**src/rtl/col7_pkg.sv**
```systemverilog
package col7_pkg;
  localparam int unsigned OPS     = 7;
  localparam int unsigned GROWTH  = 3;
  localparam int unsigned CNT_W   = 3;

  function automatic int unsigned res_width(input int unsigned n);
    return n + GROWTH;
  endfunction
endpackage

```
**src/rtl/col7_fa.sv**
```systemverilog
module col7_fa (
  input  logic x,
  input  logic y,
  input  logic z,
  output logic s,
  output logic c
);
  assign s = x ^ y ^ z;
  assign c = (x & y) | (x & z) | (y & z);
endmodule

```
**src/rtl/col7_count.sv**
```systemverilog
module col7_count
  import col7_pkg::*;
(
  input  logic [OPS-1:0]   bits_in,
  output logic [CNT_W-1:0] ones
);
  logic s_lo, c_lo, s_hi, c_hi, q0, c_mid, q1, q2;

  col7_fa u_fa_lo  (.x(bits_in[0]), .y(bits_in[1]), .z(bits_in[2]), .s(s_lo), .c(c_lo));
  col7_fa u_fa_hi  (.x(bits_in[3]), .y(bits_in[4]), .z(bits_in[5]), .s(s_hi), .c(c_hi));
  col7_fa u_fa_mid (.x(s_lo), .y(s_hi), .z(bits_in[6]), .s(q0), .c(c_mid));
  col7_fa u_fa_top (.x(c_lo), .y(c_hi), .z(c_mid), .s(q1), .c(q2));

  assign ones = {q2, q1, q0};

  always_comb begin
    p_count_ones_r4: assert (ones == CNT_W'($countones(bits_in)))
      else $error("ones counter disagrees with population count");
  end
endmodule

```
**src/rtl/col7_cell.sv**
```systemverilog
module col7_cell
  import col7_pkg::*;
(
  input  logic [OPS-1:0] prim,
  input  logic           cin_near,
  input  logic           cin_far,
  output logic           res_lo,
  output logic           res_hi,
  output logic           cout_near,
  output logic           cout_far
);
  logic [CNT_W-1:0] cnt;

  col7_count u_cnt (.bits_in(prim), .ones(cnt));

  col7_fa u_merge (.x(cnt[0]), .y(cin_near), .z(cin_far), .s(res_lo), .c(res_hi));

  assign cout_near = cnt[1];
  assign cout_far  = cnt[2];

  always_comb begin
    p_cell_balance_r4: assert (
      5'($countones(prim)) + 5'(cin_near) + 5'(cin_far) ==
      5'(res_lo) + 5'({res_hi, 1'b0}) + 5'({cout_near, 1'b0}) + 5'({cout_far, 2'b00}))
      else $error("column cell loses weight");
  end
endmodule

```
**src/rtl/col7_array.sv**
```systemverilog
module col7_array
  import col7_pkg::*;
#(
  parameter int unsigned N = 8,
  localparam int unsigned W = N + GROWTH
) (
  input  logic [OPS*N-1:0] ops,
  output logic [W-1:0]     sum_vec,
  output logic [W-1:0]     carry_vec
);
  logic [W-1:0] co_near, co_far, lo_bits, hi_bits;

  for (genvar i = 0; i < W; i++) begin : g_col
    logic [OPS-1:0] prim;
    logic           cin_n, cin_f;

    if (i < N) begin : g_live
      for (genvar k = 0; k < OPS; k++) begin : g_tap
        assign prim[k] = ops[k*N + i];
      end
    end else begin : g_pad
      assign prim = '0;
    end

    if (i >= 1) begin : g_cn
      assign cin_n = co_near[i-1];
    end else begin : g_cn0
      assign cin_n = 1'b0;
    end

    if (i >= 2) begin : g_cf
      assign cin_f = co_far[i-2];
    end else begin : g_cf0
      assign cin_f = 1'b0;
    end

    col7_cell u_cell (
      .prim(prim), .cin_near(cin_n), .cin_far(cin_f),
      .res_lo(lo_bits[i]), .res_hi(hi_bits[i]),
      .cout_near(co_near[i]), .cout_far(co_far[i])
    );
  end

  assign sum_vec   = lo_bits;
  assign carry_vec = {hi_bits[W-2:0], 1'b0};

  logic [W-1:0] op_total;
  always_comb begin
    op_total = '0;
    for (int k = 0; k < OPS; k++) op_total = op_total + W'(ops[k*N +: N]);
  end

  always_comb begin
    p_vec_sum_r4: assert (W'(sum_vec + carry_vec) == op_total)
      else $error("sum and carry vectors do not add to operand total");
    p_no_spill_r5: assert (!hi_bits[W-1] && !co_near[W-1] && !co_far[W-1] && !co_far[W-2])
      else $error("weight left the widened columns");
  end
endmodule

```
**src/rtl/col7_cpa.sv**
```systemverilog
module col7_cpa #(
  parameter int unsigned W = 11
) (
  input  logic [W-1:0] a,
  input  logic [W-1:0] b,
  output logic [W-1:0] total,
  output logic         cout
);
  logic [W:0] chain;
  assign chain[0] = 1'b0;

  for (genvar i = 0; i < W; i++) begin : g_bit
    col7_fa u_fa (.x(a[i]), .y(b[i]), .z(chain[i]), .s(total[i]), .c(chain[i+1]));
  end

  assign cout = chain[W];
endmodule

```
**src/rtl/col7_reducer.sv**
```systemverilog
module col7_reducer
  import col7_pkg::*;
#(
  parameter int unsigned N = 8,
  localparam int unsigned W = N + GROWTH
) (
  input  logic             clk,
  input  logic             rst_n,
  input  logic             in_valid,
  output logic             in_ready,
  input  logic [OPS*N-1:0] in_ops,
  output logic             out_valid,
  input  logic             out_ready,
  output logic [W-1:0]     out_sum,
  output logic [W-1:0]     out_carry,
  output logic [W-1:0]     out_total
);
  logic [W-1:0] sum_c, carry_c, total_c;
  logic         cpa_cout;

  col7_array #(.N(N)) u_array (.ops(in_ops), .sum_vec(sum_c), .carry_vec(carry_c));

  col7_cpa #(.W(W)) u_cpa (.a(sum_c), .b(carry_c), .total(total_c), .cout(cpa_cout));

  assign in_ready = !out_valid || out_ready;

  always_ff @(posedge clk) begin
    if (!rst_n) begin
      out_valid <= 1'b0;
      out_sum   <= '0;
      out_carry <= '0;
      out_total <= '0;
    end else if (in_ready) begin
      out_valid <= in_valid;
      if (in_valid) begin
        out_sum   <= sum_c;
        out_carry <= carry_c;
        out_total <= total_c;
      end
    end
  end

  always_comb begin
    p_cpa_no_wrap_r5: assert (!cpa_cout)
      else $error("final adder overflowed the widened result");
  end

  p_accept_r2: assert property (@(posedge clk) disable iff (!rst_n)
    in_valid && in_ready |=> out_valid)
    else $error("accepted set did not appear");

  p_hold_r3: assert property (@(posedge clk) disable iff (!rst_n)
    out_valid && !out_ready |=> out_valid && $stable(out_sum) && $stable(out_carry) && $stable(out_total))
    else $error("stalled result changed");

  p_stall_r8: assert property (@(posedge clk) disable iff (!rst_n)
    out_valid && !out_ready |-> !in_ready)
    else $error("input accepted during stall");

  p_total_r5: assert property (@(posedge clk) disable iff (!rst_n)
    out_valid |-> out_total == W'(out_sum + out_carry))
    else $error("registered total disagrees with vectors");

  p_carry_lsb_r7: assert property (@(posedge clk) disable iff (!rst_n)
    out_valid |-> !out_carry[0])
    else $error("carry vector bit 0 set");
endmodule

```
**config.mk**
```make
export PLATFORM = sky130hd
export DESIGN_NAME = col7_reducer
export DESIGN_NICKNAME = d
export VERILOG_FILES = /design/src/rtl/col7_pkg.sv /design/src/rtl/col7_fa.sv /design/src/rtl/col7_count.sv /design/src/rtl/col7_cell.sv /design/src/rtl/col7_array.sv /design/src/rtl/col7_cpa.sv /design/src/rtl/col7_reducer.sv
export SDC_FILE = /design/constraint.sdc
export NUM_CORES = 1
export LEC_CHECK = 0
export BUFFER_PORTS_ARGS = -buffer_cell sky130_fd_sc_hd__buf_2
export CAP_MARGIN = 20
export CORE_ASPECT_RATIO = 0.75
export CORE_MARGIN = 2
export CORE_UTILIZATION = 53
export CTS_BUF_LIST = sky130_fd_sc_hd__clkbuf_8 sky130_fd_sc_hd__clkbuf_16
export CTS_CLUSTER_SIZE = 40
export DETAILED_ROUTE_END_ITERATION = 10
export GPL_TIMING_DRIVEN = 0
export PLACE_DENSITY = 0.95
export SYNTH_ARGS = -nofsm -noshare
export SYNTH_HDL_FRONTEND = slang
export SYNTH_SLANG_ARGS = --single-unit
```
**constraint.sdc**
```tcl
create_clock -name clk -period 12.95 [get_ports clk]
set_input_delay 0 -clock clk [delete_from_list [all_inputs] [get_ports clk]]
set_output_delay 0 -clock clk [all_outputs]
set_load 0.02 [all_outputs]
```
-- Word level (Yosys, flattened, before mapping)
Cells that the tools add are included.
- bits in registers: 30
- latch bits: 0
- bits in writable memories: 0
- ROM bits: 0
- input bits: 60
- output and inout bits: 35
- logic and storage cells: 328
- memories: 0
- add/subtract/negate cells: 0
- multipliers: 0
- divide/modulo/power cells: 0
- magnitude comparators: 0
- equal/unequal tests: 0
- shifts and indexed selects: 0
- multiplexer cells: 0
- bitwise logic cells: 321
- reductions and logical operators: 3
- operators by type and width (operator ; count):
    $and 1x1->1 ; 138
    $xor 1x1->1 ; 93
    $or 1x1->1 ; 90
    $reduce_and 2->1 ; 1
    $logic_not 1->1 ; 1
    $logic_or 1x1->1 ; 1

-- Depth between registers and ports, before layout
- word-level depth: 32
- gate-level depth with buffers: 17
- depth with buffers taken out: 17

-- By module
A second synthesis with hierarchy kept.
- cells, all modules: 260
- area total of the unflattened synthesis: 3054.2 um^2
- by module, submodules not included (module ; instances ; cells each ; area each (um^2) ; seq. area each (um^2)):
    col7_reducer ; 1 ; 148 ; 1395.1 ; 680.7
    col7_fa ; 66 ; 1 ; 20.0 ; 0.0
    col7_count ; 11 ; 3 ; 22.5 ; 0.0
    col7_array ; 1 ; 12 ; 86.3 ; 0.0
    col7_cpa ; 1 ; 1 ; 3.8 ; 0.0

-- Least setup slack after synthesis
No wires, ideal clock.
- kind: input port to flip-flop
- start: in in_ops[1]
- end: reg out_total[9]
- library setup time: 0.116 ns
- arrival: 4.893 ns
- required time: 12.834 ns
- path slack: 7.940 ns
- cell stages on the path: 17
- path buffers: 0
- cells stage by stage: fa_1 fa_1 inv_1 fa_1 inv_1 fa_1 ha_1 inv_1 fa_1 fa_1 fa_1 fa_1 fa_1 fa_1 fa_1 nand3_1 o211a_1
- longest elaborated chain between the ends: 28
- elaborated cells on any way between the ends: 59
- those cells by class: bitwise: 59
- ends and longest elaborated chain (element ; RTL line ; RTL):
    start: declaration ; col7_reducer.sv:11 ; input logic [OPS*N-1:0] in_ops,
    $xor 1x1->1 (2 in a row) ; col7_fa.sv:8 ; assign s = x ^ y ^ z;
    $and 1x1->1 ; col7_fa.sv:9 ; assign c = (x & y) | (x & z) | (y & z);
    $or 1x1->1 (2 in a row) ; col7_fa.sv:9 ;
    $xor 1x1->1 (*) (3 in a row) ; col7_fa.sv:8 ;
    named net u_array.g_col[2].u_cell.res_lo ; col7_cell.sv:7 ; output logic res_lo,
    $and 1x1->1 (*) ; col7_fa.sv:9 ;
    $and 1x1->1 ; col7_fa.sv:9 ;
    $or 1x1->1 ; col7_fa.sv:9 ;
    [... 9 more ...] ; -- ;
    $or 1x1->1 (*) ; col7_fa.sv:9 ;
    $and 1x1->1 ; col7_fa.sv:9 ;
    $or 1x1->1 ; col7_fa.sv:9 ;
    $or 1x1->1 (*) ; col7_fa.sv:9 ;
    $and 1x1->1 ; col7_fa.sv:9 ;
    $or 1x1->1 ; col7_fa.sv:9 ;
    $or 1x1->1 (*) ; col7_fa.sv:9 ;
    $xor 1x1->1 (*) ; col7_fa.sv:8 ;
    end signal: assignment ; col7_reducer.sv:38 ; out_total <= total_c;
    end: declaration ; col7_reducer.sv:16 ; output logic [W-1:0] out_total
Mark *: on every way through the listed nets, which the timed path passes. The rest lies on a longest branch.
A chain may end at the register's enable or synchronous reset.

-- Worst setup path after layout
Same ends and word-level chain as after synthesis.

==> flow_summary.ini <==
[route]
vias = 1800
drt-wirelength-per-cell_um = 13.5
drtIter0Drc = 57
ant_nets = 0
drc = 0
finalWirelength_mm = 5.09
drtPass1Iterations = 7
vias_per_cell = 4.77

[sta]
tightestPinTransition_ns = 0.547
fin_worst_skew_ns = 0.00896
finalWorstSetupSlack_ns = 7.86
drv_slew = 0
finalHoldViolCount = 0
slew_headroom_pct = 63.5
grt_setup_unrepaired = false
period_minus_slack_ns = 5.09
setup_viol = 0
min_period_over_period_pct = 39.3
fmax_ghz = 0.196
tns_ns = 0

[clock_tree]
htreeDepth = 1
cts_setup_buffers = 0
cts_made_buffers = 3
clk_path_buf_depth = 2
cts_tree = yes
cts_root_buf = clkbuf_8
ctsHoldBuffers = 0
clk_pin_slew_ns = 0.11
clkSinkCount = 28
cts_resized = 0
clkLatencyLatePin_ns = 0.29

[power_and_ir_drop]
total_power_mw = 0.474
p_leak_nw = 1.68
pwr-share-seq_pct = 25.6
intPower_mw = 0.271
p_sw_share_pct = 42.7
clkPwrFrac_pct = 15.0
power_frac_comb_pct = 59.4
p_sw_mw = 0.202
powerDensity_nw_per_um2 = 162
peakVddDrop_v = 0.0000812

[critical_path]
cp.required_ns = 13.14
crit_path_end = out_total[9]
crit_path_end_kind = flip-flop
crit_start = in_ops[1]
arrival_ns = 5.28
critPathKind = in2reg
r2r_end = out_total[7]
rrSetupSlack_ns = 11.75
reg2regPathDepth = 5
start_kind = primary input
rr_startpoint = out_valid
critical_path.max_fanout = 2

[global_routing]
grt_pass1_vias = 1876
grt_usage_pct = 23.0
grt.overflow.total = 0
grt_pass1_wl_mm = 8.32
antenna_found_initial = 0
grt_max_degree = 17

[cells_and_area]
syn_to_final_growth_pct = 25.6
final_util_pct = 70.8
antenna-diode-count = 0
nets = 431
nFillCells = 321
multi_input_comb_area_um2 = 1430
drive_gt1_share_pct = 33.2
regArea_um2 = 561

[logic_synthesis]
synthTopCellsByCount = inv_1, fa_1, nand2_1
synth.most_common_cell = inv_1
synth_top_area_share_pct = 38.7
yosys_register_bits = 28
synth_enable_flop_cells = 0
syn_inst = 226
async_flop_share_pct = 0
syn_area_per_cell_um2 = 10.3
syn-cell-area_um2 = 2330
ys_types = 17
ys_top_cells_by_area = fa_1, dfxtp_1, inv_1, mux2i_1, nand2_1
yosysWarnings = 0
yosys.area.top_type = fa_1
ys_seq_area_share_pct = 24.1
synthFlopType = dfxtp_1

[flow_run]
drv_cap = 0

[floorplan]
ios = 95
die_h_um = 61.4
fp.dieW_um = 80.5
start_util_pct = 56.4
std_cell_rows = 20
core_um2 = 4130
dieArea_um2 = 4940

[place]
finalWeightedCongestion = 0.741
io_buffers = 89
place_ws_ns = 7.57
hpwl_mm = 4.44

[run_status]
status = complete, no violations

[hold_path]
hp-class = in2reg
[power by group through the flow]
stage / logic (mW) / registers, mW / clock network [mW]
after floorplan: 0.162 / 0.152 / 0
after global placement: 0.262 / 0.122 / 0
after detailed placement: 0.283 / 0.123 / 0
after CTS: 0.285 / 0.121 / 0.0701
after global routing: 0.317 / 0.124 / 0.0739
final: 0.281 / 0.121 / 0.0710
[sequential cells by signal, summed over array words and instances (netlist names)]
name and count:
out_sum 8, out_carry 8, out_total 11, out_valid 1
[per-stage QoR]
| step | hold WS (ns) | cell area, um^2 | cells |
|---|---|---|---|
| finish | 0.0337 | 2930 | 377 |
| global route | 0.0696 | 2930 | 377 |
| CTS | 0.0423 | 2930 | 377 |
| detailed placement | 0.345 | 2850 | 373 |
| global placement | 0.325 | 2850 | 373 |
| floorplan | 0.203 | 2340 | 229 |
[metal layers]
| metal | wire, um | up-vias | track usage [%] | share of wire, % |
|---|---|---|---|---|
| li1 | - | 847 | - | - |
| met1 | 1940 | 876 | 24.7 | 38 |
| met2 | 2740 | 71 | 47.3 | 54 |
| met3 | 382 | 6 | 5.57 | 7.5 |
| met4 | 28 | 0 | 3.63 | 0.55 |
| met5 | 0 | - | 0 | 0 |
[how the worst min path moves through the flow]
| stage | start | endpoint | slack [ns] | depth (start not counted) |
|---|---|---|---|---|
| after floorplan | in_valid | out_total[0] | 0.20 | 2 |
| after global placement | in_valid | out_total[0] | 0.32 | 3 |
| after detailed placement | rst_n | out_sum[8] | 0.34 | 3 |
| after CTS | rst_n | out_sum[8] | 0.04 | 3 |
| after global routing | rst_n | out_sum[8] | 0.07 | 3 |
| final | rst_n | out_sum[8] | 0.03 | 3 |
[worst max-delay path: stages]
cell and delay, ns:
buf_2 0.11, fa_1 0.55, fa_1 0.18, inv_1 0.05, fa_1 0.48, inv_1 0.06
fa_1 0.53, ha_1 0.17, inv_1 0.07, fa_1 0.40, fa_1 0.39, fa_1 0.39
fa_1 0.39, fa_1 0.39, fa_1 0.39, fa_1 0.50, nand3_1 0.08, o211a_1 0.15
[cells in the final DEF (no fill, tap or decap)]
master	instances
bufinv_16	1
buf_12	2
nand2b_4	1
nand3_1	10
buf_4	6
mux2i_1	17
a21boi_1	1
conb_1	4
clkbuf_1	4
nand2_1	34
o211a_1	10
inv_1	59
ha_1	3
and2_4	1
dfxtp_1	28
buf_6	1
buf_2	92
fa_1	45
clkbuf_8	3
[area by class of cell]
type | count | share of cell area (%)
Buffer | 16 | 4.32
Clock buffer | 3 | 1.41
Clock inverter | 1 | 1.03
Inverter | 59 | 7.57
Multi-Input combinational cell | 126 | 48.9
Sequential cell | 28 | 19.2
Tap cell | 55 | 2.35
Timing Repair Buffer | 89 | 15.2
[cells by family after synthesis]
family / Yosys count / synth area share (%)
and+or+nand+nor: 46 / 8.60
muxes: 17 / 7.31
DFF: 28 / 24.1
buffers and inverters: 75 / 14.9
adders and majority gates: 48 / 40.3
AOI/OAI and AO/OA: 11 / 4.62
other: 1 / 0.161
Note: power is estimated with default switching activity, not from simulation.
